==> src/rtl/susp_pkg.sv <==
package susp_pkg;

  typedef enum logic [3:0] {
    CMD_READ      = 4'd0,
    CMD_RD_STATUS = 4'd1,
    CMD_RD_SIG    = 4'd2,
    CMD_QUERY     = 4'd3,
    CMD_PROGRAM   = 4'd4,
    CMD_ERASE     = 4'd5,
    CMD_SUSPEND   = 4'd6,
    CMD_RESUME    = 4'd7,
    CMD_LOCK      = 4'd8,
    CMD_LOCKDOWN  = 4'd9,
    CMD_PROTECT   = 4'd10
  } cmd_e;

  typedef enum logic [2:0] {
    ST_IDLE            = 3'd0,
    ST_ERASING         = 3'd1,
    ST_ERASE_SUSP      = 3'd2,
    ST_PROG_IN_ES      = 3'd3,
    ST_PROG_SUSP_IN_ES = 3'd4,
    ST_PROGRAMMING     = 3'd5,
    ST_PROG_SUSP       = 3'd6
  } op_state_e;

  typedef enum logic [1:0] {
    RM_KEEP   = 2'd0,
    RM_ARRAY  = 2'd1,
    RM_STATUS = 2'd2
  } rmode_e;

  typedef struct packed {
    logic      legal;
    op_state_e nxt;
    rmode_e    rmode;
    logic      ld_erase;
    logic      ld_prog;
  } verdict_t;

  function automatic logic st_running(op_state_e s);
    return (s == ST_ERASING) || (s == ST_PROGRAMMING) || (s == ST_PROG_IN_ES);
  endfunction

  function automatic logic st_paused(op_state_e s);
    return (s == ST_ERASE_SUSP) || (s == ST_PROG_SUSP) || (s == ST_PROG_SUSP_IN_ES);
  endfunction

endpackage

==> src/rtl/susp_owner.sv <==
module susp_owner #(
  parameter int KEY_W = 4
) (
  input  logic             clk,
  input  logic             rst,
  input  logic             load,
  input  logic [KEY_W-1:0] key_in,
  output logic [KEY_W-1:0] key_q
);

  always_ff @(posedge clk) begin
    if (rst) begin
      key_q <= '0;
    end else if (load) begin
      key_q <= key_in;
    end
  end

endmodule

==> src/rtl/susp_decide.sv <==
module susp_decide
  import susp_pkg::*;
(
  input  op_state_e  st,
  input  logic [3:0] cmd_code,
  input  logic       hit_ebank,
  input  logic       hit_eblock,
  input  logic       hit_pbank,
  output verdict_t   v
);

  cmd_e c;
  logic ident_rd;

  assign c        = cmd_e'(cmd_code);
  assign ident_rd = (c == CMD_READ) || (c == CMD_RD_SIG) || (c == CMD_QUERY);

  always_comb begin
    v       = '0;
    v.nxt   = st;
    v.rmode = RM_KEEP;
    case (st)
      ST_IDLE: begin
        case (c)
          CMD_READ, CMD_RD_SIG, CMD_QUERY: begin
            v.legal = 1'b1;
            v.rmode = RM_ARRAY;
          end
          CMD_RD_STATUS: begin
            v.legal = 1'b1;
            v.rmode = RM_STATUS;
          end
          CMD_PROGRAM: begin
            v.legal   = 1'b1;
            v.nxt     = ST_PROGRAMMING;
            v.rmode   = RM_STATUS;
            v.ld_prog = 1'b1;
          end
          CMD_ERASE: begin
            v.legal    = 1'b1;
            v.nxt      = ST_ERASING;
            v.rmode    = RM_STATUS;
            v.ld_erase = 1'b1;
          end
          CMD_LOCK, CMD_LOCKDOWN, CMD_PROTECT: v.legal = 1'b1;
          default: v.legal = 1'b0;
        endcase
      end
      ST_ERASING: begin
        if (c == CMD_RD_STATUS) begin
          v.legal = 1'b1;
          v.rmode = RM_STATUS;
        end else if (c == CMD_SUSPEND && hit_ebank) begin
          v.legal = 1'b1;
          v.nxt   = ST_ERASE_SUSP;
          v.rmode = RM_STATUS;
        end else if (c == CMD_READ && !hit_ebank) begin
          v.legal = 1'b1;
        end
      end
      ST_PROGRAMMING, ST_PROG_IN_ES: begin
        if (c == CMD_RD_STATUS) begin
          v.legal = 1'b1;
          v.rmode = RM_STATUS;
        end else if (c == CMD_SUSPEND && hit_pbank) begin
          v.legal = 1'b1;
          v.nxt   = (st == ST_PROGRAMMING) ? ST_PROG_SUSP : ST_PROG_SUSP_IN_ES;
          v.rmode = RM_STATUS;
        end else if (c == CMD_READ && !hit_pbank) begin
          v.legal = 1'b1;
        end
      end
      ST_ERASE_SUSP: begin
        if (ident_rd) begin
          v.legal = 1'b1;
          v.rmode = RM_ARRAY;
        end else if (c == CMD_RD_STATUS) begin
          v.legal = 1'b1;
          v.rmode = RM_STATUS;
        end else if (c == CMD_RESUME && hit_ebank) begin
          v.legal = 1'b1;
          v.nxt   = ST_ERASING;
          v.rmode = RM_STATUS;
        end else if (c == CMD_PROGRAM && !hit_eblock) begin
          v.legal   = 1'b1;
          v.nxt     = ST_PROG_IN_ES;
          v.rmode   = RM_STATUS;
          v.ld_prog = 1'b1;
        end else if (c == CMD_LOCK || c == CMD_LOCKDOWN || c == CMD_PROTECT) begin
          v.legal = 1'b1;
        end
      end
      ST_PROG_SUSP, ST_PROG_SUSP_IN_ES: begin
        if (ident_rd) begin
          v.legal = 1'b1;
          v.rmode = RM_ARRAY;
        end else if (c == CMD_RD_STATUS) begin
          v.legal = 1'b1;
          v.rmode = RM_STATUS;
        end else if (c == CMD_RESUME && hit_pbank) begin
          v.legal = 1'b1;
          v.nxt   = (st == ST_PROG_SUSP) ? ST_PROGRAMMING : ST_PROG_IN_ES;
          v.rmode = RM_STATUS;
        end
      end
      default: v.nxt = ST_IDLE;
    endcase
  end

endmodule

==> src/rtl/susp_ctrl.sv <==
module susp_ctrl
  import susp_pkg::*;
#(
  parameter  int BANKS  = 2,
  parameter  int BLOCKS = 64,
  localparam int BANK_W = (BANKS > 1) ? $clog2(BANKS) : 1,
  localparam int BLK_W  = (BLOCKS > 1) ? $clog2(BLOCKS) : 1
) (
  input  logic              clk,
  input  logic              rst,
  input  logic              ce_n,
  input  logic              cmd_valid,
  input  logic [3:0]        cmd_code,
  input  logic [BANK_W-1:0] cmd_bank,
  input  logic [BLK_W-1:0]  cmd_block,
  input  logic              eng_done,
  output logic              cmd_accept,
  output logic              cmd_reject,
  output logic              read_status,
  output logic              eng_run,
  output logic              eng_pause,
  output logic [2:0]        op_state
);

  localparam int EKEY_W = BANK_W + BLK_W;

  op_state_e          state_q, state_n;
  verdict_t           v;
  logic               take_cmd, take_done;
  logic               acc_n, rej_n, rs_n;
  logic               ld_e, ld_p;
  logic [EKEY_W-1:0]  e_key;
  logic [BANK_W-1:0]  p_key;
  logic               hit_eb, hit_eblk, hit_pb;

  susp_owner #(.KEY_W(EKEY_W)) u_erase_owner (
    .clk    (clk),
    .rst    (rst),
    .load   (ld_e),
    .key_in ({cmd_bank, cmd_block}),
    .key_q  (e_key)
  );

  susp_owner #(.KEY_W(BANK_W)) u_prog_owner (
    .clk    (clk),
    .rst    (rst),
    .load   (ld_p),
    .key_in (cmd_bank),
    .key_q  (p_key)
  );

  assign hit_eb   = (cmd_bank == e_key[EKEY_W-1 -: BANK_W]);
  assign hit_eblk = (e_key == {cmd_bank, cmd_block});
  assign hit_pb   = (cmd_bank == p_key);

  susp_decide u_decide (
    .st         (state_q),
    .cmd_code   (cmd_code),
    .hit_ebank  (hit_eb),
    .hit_eblock (hit_eblk),
    .hit_pbank  (hit_pb),
    .v          (v)
  );

  assign take_cmd  = cmd_valid && !ce_n;
  assign take_done = eng_done && st_running(state_q);

  always_comb begin
    state_n = state_q;
    acc_n   = 1'b0;
    rej_n   = 1'b0;
    rs_n    = read_status;
    ld_e    = 1'b0;
    ld_p    = 1'b0;
    if (take_done) begin
      state_n = (state_q == ST_PROG_IN_ES) ? ST_ERASE_SUSP : ST_IDLE;
      rej_n   = take_cmd;
    end else if (take_cmd) begin
      if (v.legal) begin
        acc_n   = 1'b1;
        state_n = v.nxt;
        ld_e    = v.ld_erase;
        ld_p    = v.ld_prog;
        if (v.rmode == RM_ARRAY)  rs_n = 1'b0;
        if (v.rmode == RM_STATUS) rs_n = 1'b1;
      end else begin
        rej_n = 1'b1;
      end
    end
  end

  always_ff @(posedge clk) begin
    if (rst) begin
      state_q     <= ST_IDLE;
      cmd_accept  <= 1'b0;
      cmd_reject  <= 1'b0;
      read_status <= 1'b0;
      eng_run     <= 1'b0;
      eng_pause   <= 1'b0;
    end else begin
      state_q     <= state_n;
      cmd_accept  <= acc_n;
      cmd_reject  <= rej_n;
      read_status <= rs_n;
      eng_run     <= st_running(state_n);
      eng_pause   <= st_paused(state_n);
    end
  end

  assign op_state = state_q;

endmodule

==> config.mk <==
export PLATFORM = sky130hd
export DESIGN_NAME = susp_ctrl
export DESIGN_NICKNAME = d
export VERILOG_FILES = /design/src/rtl/susp_pkg.sv /design/src/rtl/susp_owner.sv /design/src/rtl/susp_decide.sv /design/src/rtl/susp_ctrl.sv
export SDC_FILE = /design/constraint.sdc
export NUM_CORES = 1
export LEC_CHECK = 0
export BUFFER_PORTS_ARGS = -buffer_cell sky130_fd_sc_hd__buf_4
export CAP_MARGIN = 40
export CORE_ASPECT_RATIO = 1.4
export CORE_UTILIZATION = 59
export CTS_CLUSTER_DIAMETER = 30
export DETAILED_ROUTE_END_ITERATION = 8
export GPL_TIMING_DRIVEN = 0
export PLACE_DENSITY = 0.8
export SLEW_MARGIN = 20
export SYNTH_ARGS = -nofsm -noshare
export SYNTH_HDL_FRONTEND = slang
export SYNTH_SLANG_ARGS = --single-unit
==> constraint.sdc <==
create_clock -name clk -period 5.3 [get_ports clk]
set_input_delay 1.06 -clock clk [delete_from_list [all_inputs] [get_ports clk]]
set_output_delay 1.06 -clock clk [all_outputs]
set_load 0.05 [all_outputs]
== Yosys cells after proc, flatten, opt, wreduce, memory -nomap -nowiden ==
Cells that the tools add are included.

* Bits in registers: 16
* Bits of input ports: 16
* Output and inout port bits: 8
* Logic and storage cells: 131

* Eq/ne operators: 27
* Muxes and demuxes: 61
* Bitwise gates (word level): 2
* Reduce and logical (&&, ||, !) cells: 33

{| class="wikitable"
|+ Operators by type and width
! cell !! count
|-
| $mux 1 || 32
|-
| $mux 3 || 10
|-
| $eq 3x3->1 const B || 6
|-
| $eq 4x3->1 const B || 4
|-
| $mux 2 || 8
|-
| $mux 5 || 3
|-
| $pmux 3 s5 || 1
|-
| $eq 3x2->1 const B || 4
|-
| $eq 4x4->1 const B || 3
|-
| $mux 6 || 2
|-
| $logic_or 1x1->1 || 10
|-
| $pmux 2 s5 || 1
|-
| $logic_and 1x1->1 || 9
|-
| $reduce_or 3->1 || 3
|-
| $reduce_or 9->1 || 1
|-
| $eq 4x2->1 const B || 2
|-
| $eq 7x7->1 || 1
|-
| $eq 3x1->1 const B || 2
|-
| $pmux 3 s2 || 1
|-
| $pmux 1 s5 || 1
|-
| $eq 4x1->1 const B || 1
|-
| $logic_not 1->1 || 4
|-
| $logic_not 4->1 || 1
|-
| $pmux 2 s2 || 1
|-
| other kinds (9) || 12
|}

== Logic depth before layout (Yosys ltp) ==
* Depth in word-level cells: 15
* Gate-level depth with buffers: 12
* Gate-level depth less buffers: 11

== By module ==
A second synthesis with hierarchy kept.

* Cells, all modules: 166
* Area, all modules: 1282.5 um^2

{| class="wikitable"
|+ Modules (own cells, without submodules)
! module !! times used !! cells an instance !! area each (um^2) !! sequential area each (um^2)
|-
| susp_ctrl || 1 || 61 || 514.2 || 160.2
|-
| susp_decide || 1 || 80 || 486.7 || 0.0
|-
| susp_owner (u_erase_owner) || 1 || 22 || 247.7 || 140.1
|-
| susp_owner (u_prog_owner) || 1 || 3 || 33.8 || 20.0
|}

== Worst setup path after synthesis ==
Ideal clock, no wire load.

* Path kind: input to register
* Start point: input cmd_bank
* End point: register read_status
* Library setup time: 0.128 ns
* Data arrival time: 2.864 ns
* Required time: 5.172 ns
* Path slack: 2.308 ns
* Cell stages on the path: 12
* Buffers on the path: 1
* Cell sequence: buf_4 > xor2_1 > or3_1 > o21ai_0 > a21oi_1 > o21ai_0 > nand2_1 > ha_1 > nor2_1 > o211ai_1 > mux2i_1 > nor2_1

* Longest elaborated chain between the ends: 11
* Elaborated cells between the ends (all ways): 42
* Those cells by class: 5 x eq/ne; 25 x mux; 12 x reduce/logical

{| class="wikitable"
|+ Ends and longest elaborated chain
! element !! line !! source
|-
| start: declaration || susp_ctrl.sv:14 || <nowiki>input logic [BANK_W-1:0] cmd_bank,</nowiki>
|-
| $eq 7x7->1 || susp_ctrl.sv:53 || <nowiki>assign hit_eblk = (e_key == {cmd_bank, cmd_block});</nowiki>
|-
| $logic_not 1->1 || susp_decide.sv:84 || <nowiki>end else if (c == CMD_PROGRAM && !hit_eblock) begin</nowiki>
|-
| $logic_and 1x1->1 || susp_decide.sv:84 ||
|-
| $mux 5 || susp_decide.sv:84 ||
|-
| $mux 6 || susp_decide.sv:80 || <nowiki>end else if (c == CMD_RESUME && hit_ebank) begin</nowiki>
|-
| $mux 2 || susp_decide.sv:77 || <nowiki>end else if (c == CMD_RD_STATUS) begin</nowiki>
|-
| $mux 2 || susp_decide.sv:74 || <nowiki>if (ident_rd) begin</nowiki>
|-
| $pmux 2 s5 || susp_decide.sv:22 || <nowiki>case (st)</nowiki>
|-
| $eq 2x1->1 / $eq 2x2->1 (equally long branches) || susp_ctrl.sv:84, susp_ctrl.sv:85 ||
|-
| $reduce_bool 2->1 (no source line) || -- ||
|-
| $reduce_and 4->1 (no source line) || -- ||
|-
| end signal: assignment || susp_ctrl.sv:104 || <nowiki>read_status <= rs_n;</nowiki>
|-
| end: declaration || susp_ctrl.sv:19 || <nowiki>output logic read_status,</nowiki>
|}

Parallel ways exist; a longest one is shown, timed or not.
A chain may end at the register's enable or synchronous reset.

== Final worst setup path ==
* Start point: input cmd_code[3]
* End point: register read_status

* Longest elaborated chain between the ends: 10
* Elaborated cells between the ends (all ways): 57
* Those cells by class: 12 x eq/ne; 28 x mux; 17 x reduce/logical

{| class="wikitable"
|+ Ends and longest elaborated chain
! element !! line !! source
|-
| start: declaration || susp_ctrl.sv:13 || <nowiki>input logic [3:0] cmd_code,</nowiki>
|-
| $eq 4x3->1 / $eq 4x4->1 (equally long branches) || susp_decide.sv:24, susp_decide.sv:84, susp_decide.sv:89 ||
|-
| $logic_and 1x1->1 / $logic_or 1x1->1 (equally long branches) || susp_decide.sv:84, susp_decide.sv:89 ||
|-
| $mux 5 / $logic_or 1x1->1 (equally long branches) || susp_decide.sv:84, susp_decide.sv:89 ||
|-
| $mux 6 / $mux 1 (equally long branches) || susp_decide.sv:80, susp_decide.sv:89 ||
|-
| $mux 2 / $mux 1 (equally long branches) || susp_decide.sv:77, susp_decide.sv:84 ||
|-
| $mux 2 / $mux 6 (equally long branches) || susp_decide.sv:74, susp_decide.sv:80 ||
|-
| $pmux 2 s5 / $mux 1 (equally long branches) || susp_decide.sv:22, susp_decide.sv:77 ||
|-
| $eq 2x1->1 (tied with other cells) || susp_ctrl.sv:84 || <nowiki>if (v.rmode == RM_ARRAY) rs_n = 1'b0;</nowiki>
|-
| $reduce_bool 2->1 (no source line) / $pmux 1 s5 (equally long branches) || -- ||
|-
| $reduce_and 4->1 (no source line) || -- ||
|}

Parallel ways exist; a longest one is shown, timed or not.

==> results.txt <==
----------------------------------------------------
[Status]
  Run status ... finished clean

[Worst setup path]
  Critical path startpoint category ... input pin
  Critical register-to-register path endpoint ... u_erase_owner.key_q[1]
  Critical path buffers and inverters ... 2
  Worst Setup Path Type ... input pin to register
  Worst path required time ... between 5000 and 6000 ps
  CP peak stage delay ... around 740 ps
  Sort of element at the end of the critical path ... register
  Launch instance of the worst register-to-register path ... op_state[0]
  CP max-delay cell ... sky130_fd_sc_hd__nor4b_1
  Worst endpoint data arrival time ... between 3000 and 4000 ps
  Worst path top cell family by delay ... simple AND/OR/NAND/NOR gates
  Length in cells of the worst reg-to-reg path ... 8
  Crit-path max FO ... 10
  Worst R2R Setup Slack ... roughly 2600 ps
  Cell count along the critical path ... 12
  Cells traversed along the worst timing path ... buf_4 -> buf_6 -> nor4b_1 -> o21ai_0 -> a21oi_1 -> o21ai_0 -> nand2_1 -> ha_1 -> nor2_1 -> o211ai_1 -> mux2i_1 -> nor2_1

[STA]
  Clock period minus final worst setup slack ... ~3300 ps
  Final hold viol count ... 0
  Post-route setup TNS ... 0 ps
  Slew at the pin closest to its max-slew limit ... around 900 ps
  Worst Hold Margin ... between 500 and 600 ps
  Final setup viols ... 0
  RSZ-0062 raised after global routing ... no
  F_max ... between 300 and 400 MHz
  Slew Limit Headroom ... 0.3893
  Final critical-path share of the clock period ... 0.6266
  Setup Skew ... about 2.9 ps
  Pins Over Slew Limit ... 0

[Place]
  Area of placed instances ... 0.001523 sq mm
  Routability congestion estimate from global placement ... ~1.0
  Input/output buffers ... 20
  HPWL reported at the end of detailed placement ... roughly 2700 um

[Routing]
  DRT Wirelength ... 3568 um
  Detailed Route Iter0 Violations ... 68
  Detail-routed via count per cell ... 6.579
  Number of nets with antenna violations after routing ... 0
  Post-detailed-route DRC marker count ... 0
  Post-DR wirelength/cell ... 17.07 um
  Via count ... 1375
  DR pass1 iterations ... 4

[Finish]
  Post-route cell area ... between 0.0015 and 0.002 sq mm
  Area Overhead vs Synth ... 15.91%
  Antenna diode instance count ... 0
  Layout cells sized above 1 ... 0.2086
  Nets ... 205

[Floorplan]
  Die height ... between 50 and 60 um
  Overall die area ... approximately 0.0025 sq mm
  Core Area ... ~0.0022 sq mm
  Starting utilization of the core area ... 0.6250
  Site row count ... 20
  Die Wd ... approximately 42 um
  I/O pins ... 24

[Clock tree]
  TritonCTS clock tree ... yes
  Clock root buffer ... sky130_fd_sc_hd__clkbuf_4
  Number of hold-repair buffers added at the cts stage ... 0
  Cts bufs inserted ... 3
  Clock transition at the register clock pins on the worst setup and hold paths after CTS ... ~90 ps
  Resized Gates After CTS ... 0
  Buffers inserted during post-CTS setup optimization ... 0
  Buffer levels on the longest clock path ... 2
  Total clock sinks ... 16
  H-tree levels ... 1
  Clock latency reported for the late side of the worst-skew pair ... about 300 ps

[Synth]
  Share of Yosys cell area claimed by the top area cell type ... 0.2381
  Synthesis Warnings ... 0
  Yosys top cell by area ... sky130_fd_sc_hd__dfxtp_1
  Count of cell types in the netlist ... 55
  Synth async-reset ratio ... 0
  Combined area of all synthesized cells ... around 0.0013 sq mm
  Most frequently used flop master after synthesis ... sky130_fd_sc_hd__dfxtp_1
  Count of flip-flops with a built-in enable after synthesis ... 0
  Flip-flop and latch count after synthesis ... 16
  Synth area leaders ... sky130_fd_sc_hd__dfxtp_1, sky130_fd_sc_hd__mux2i_1, sky130_fd_sc_hd__nor2_1
  Number of nets produced by synthesis ... 180
  Post-Synthesis Mean Instance Area ... ~8.3 sq um
  Fraction of the yosys area taken by sequential cells ... 0.2381
  Post-Synthesis Cells ... around 160

[Power]
  Total Power ... about 0.26 mW
  PD cells ... between 150 and 200 mW/mm^2
  Leakage component of the power ... 0.6027 nW
  Peak ir drop on the vdd network ... around 170 uV

[Min path]
  Hold Path Origin ... read_status
  WHS Endpoint ... read_status
  Hold Crit Depth ... 2
  Class of the worst hold path ... register to register

[Global route]
  Wire length of the first global-routing pass ... 5920 um
  Antenna violations before repair ... 0
  Via count of the first global-routing pass ... 1312
  Largest net degree at the start of global routing ... 11
  Remaining global-route overflow ... 0
  Aggregate global-route resource usage ... 0.3113

[Run]
  Number of max-cap violations ... 0

----------------------------------------------------
power breakdown:
part / switching (mW) / internal (mW) / leakage, nW
Clock: 0.0409 / 0.0420 / 0.0210
Combinational: 0.0342 / 0.0252 / 0.453
Sequential: 0.000709 / 0.121 / 0.129
routing by layer:
| metal | track usage | share of wire | vias to the layer above |
|---|---|---|---|
| li1 | - | - | 661 |
| met3 | 0.01534 | 0.051 | 13 |
| met5 | 0 | 0 | - |
| met4 | 0.2009 | 0.042 | 0 |
| met2 | 0.5692 | 0.52 | 63 |
| met1 | 0.3454 | 0.38 | 638 |
sequential cells by signal, summed over array words and instances, names as in the netlist:
name and count:
cmd_accept 1, op_state 3, eng_pause 1, u_erase_owner.key_q 7, read_status 1, cmd_reject 1, eng_run 1, u_prog_owner.key_q 1
cells in the mapped netlist, types with 2 or more instances:
cell / instances
sky130_fd_sc_hd__nand2_1: 9
sky130_fd_sc_hd__xor2_1: 6
sky130_fd_sc_hd__nand4bb_1: 2
sky130_fd_sc_hd__o221ai_1: 2
sky130_fd_sc_hd__nand3_1: 5
sky130_fd_sc_hd__o21ai_1: 2
sky130_fd_sc_hd__a221oi_1: 3
sky130_fd_sc_hd__a211oi_1: 3
sky130_fd_sc_hd__a21oi_1: 6
sky130_fd_sc_hd__o21ai_2: 2
sky130_fd_sc_hd__nor3_1: 7
sky130_fd_sc_hd__o21a_1: 2
sky130_fd_sc_hd__or3_1: 5
sky130_fd_sc_hd__nor2_1: 17
sky130_fd_sc_hd__clkbuf_1: 3
sky130_fd_sc_hd__o2bb2ai_1: 2
sky130_fd_sc_hd__nor2b_1: 7
sky130_fd_sc_hd__o211ai_1: 3
sky130_fd_sc_hd__inv_1: 2
sky130_fd_sc_hd__dfxtp_1: 16
sky130_fd_sc_hd__mux2i_1: 11
sky130_fd_sc_hd__and4_1: 2
sky130_fd_sc_hd__buf_6: 3
sky130_fd_sc_hd__buf_4: 3
sky130_fd_sc_hd__and3_1: 2
sky130_fd_sc_hd__o21ai_0: 5
sky130_fd_sc_hd__xnor2_1: 5
cells by family (layout without fill, tap and decap cells):
family | count (synthesis) | in the layout | share of synthesized area
flip-flops | 16 | 16 | 0.2381
adder cells (fa/ha/maj) | 1 | 1 | 0.009301
AO/OA/AOI/OAI | 43 | 43 | 0.2456
buffers and inverters | 14 | 38 | 0.06511
multiplexers | 11 | 11 | 0.08186
XOR/XNOR | 11 | 11 | 0.07163
AND/OR/NAND/NOR | 67 | 67 | 0.2884
layout by cell type (no fill, tap or decap), drive strengths merged, types with 2 or more instances in the layout:
cell type and instances:
a211oi 4, a21oi 6, a221oi 3, and3 2
and4 2, buf 27, clkbuf 7, dfxtp 16
inv 3, mux2i 11, nand2 9, nand3 5
nand4bb 2, nor2 17, nor2b 7, nor3 7
o211ai 3, o21a 2, o21ai 9, o221ai 2
o2bb2ai 2, or2 2, or3 5, xnor2 5
xor2 6
through the flow:
stage	utilization	setup slack [ps]	instances
global route	0.7244	1865	209
CTS	0.7244	2117	209
floorplan	-	2308	163
detailed placement	0.7076	1795	205
global placement	0.7076	1910	205
finish	0.7244	1979	209
worst min-delay path, delay by kind of cell, from the launching register on:
kind | cells | cell delay (ps)
AND/OR/NAND/NOR | 1 | 80
flip-flops | 1 | 340
multiplexers | 1 | 70
worst max-delay path by stage:
| stage | start | slack (ps) | to |
|---|---|---|---|
| after CTS | cmd_code[3] | 2120 | read_status |
| after floorplan | cmd_bank | 2310 | read_status |
| after global routing | cmd_code[2] | 1870 | read_status |
| after detailed placement | cmd_code[3] | 1800 | read_status |
| final | cmd_code[3] | 1980 | read_status |
| after global placement | cmd_code[3] | 1910 | read_status |
area by class of cell:
cell class / count / area (sq um)
multi-input combinational: 133 / 937.1
fill: 171 / 593.1
sequential: 16 / 320.3
timing repair buffer: 20 / 150.1
buffer: 10 / 72.57
clock buffer: 4 / 36.28
tap: 22 / 27.53
inverter: 4 / 15.01
Note: power is estimated with default switching activity, not from simulation.
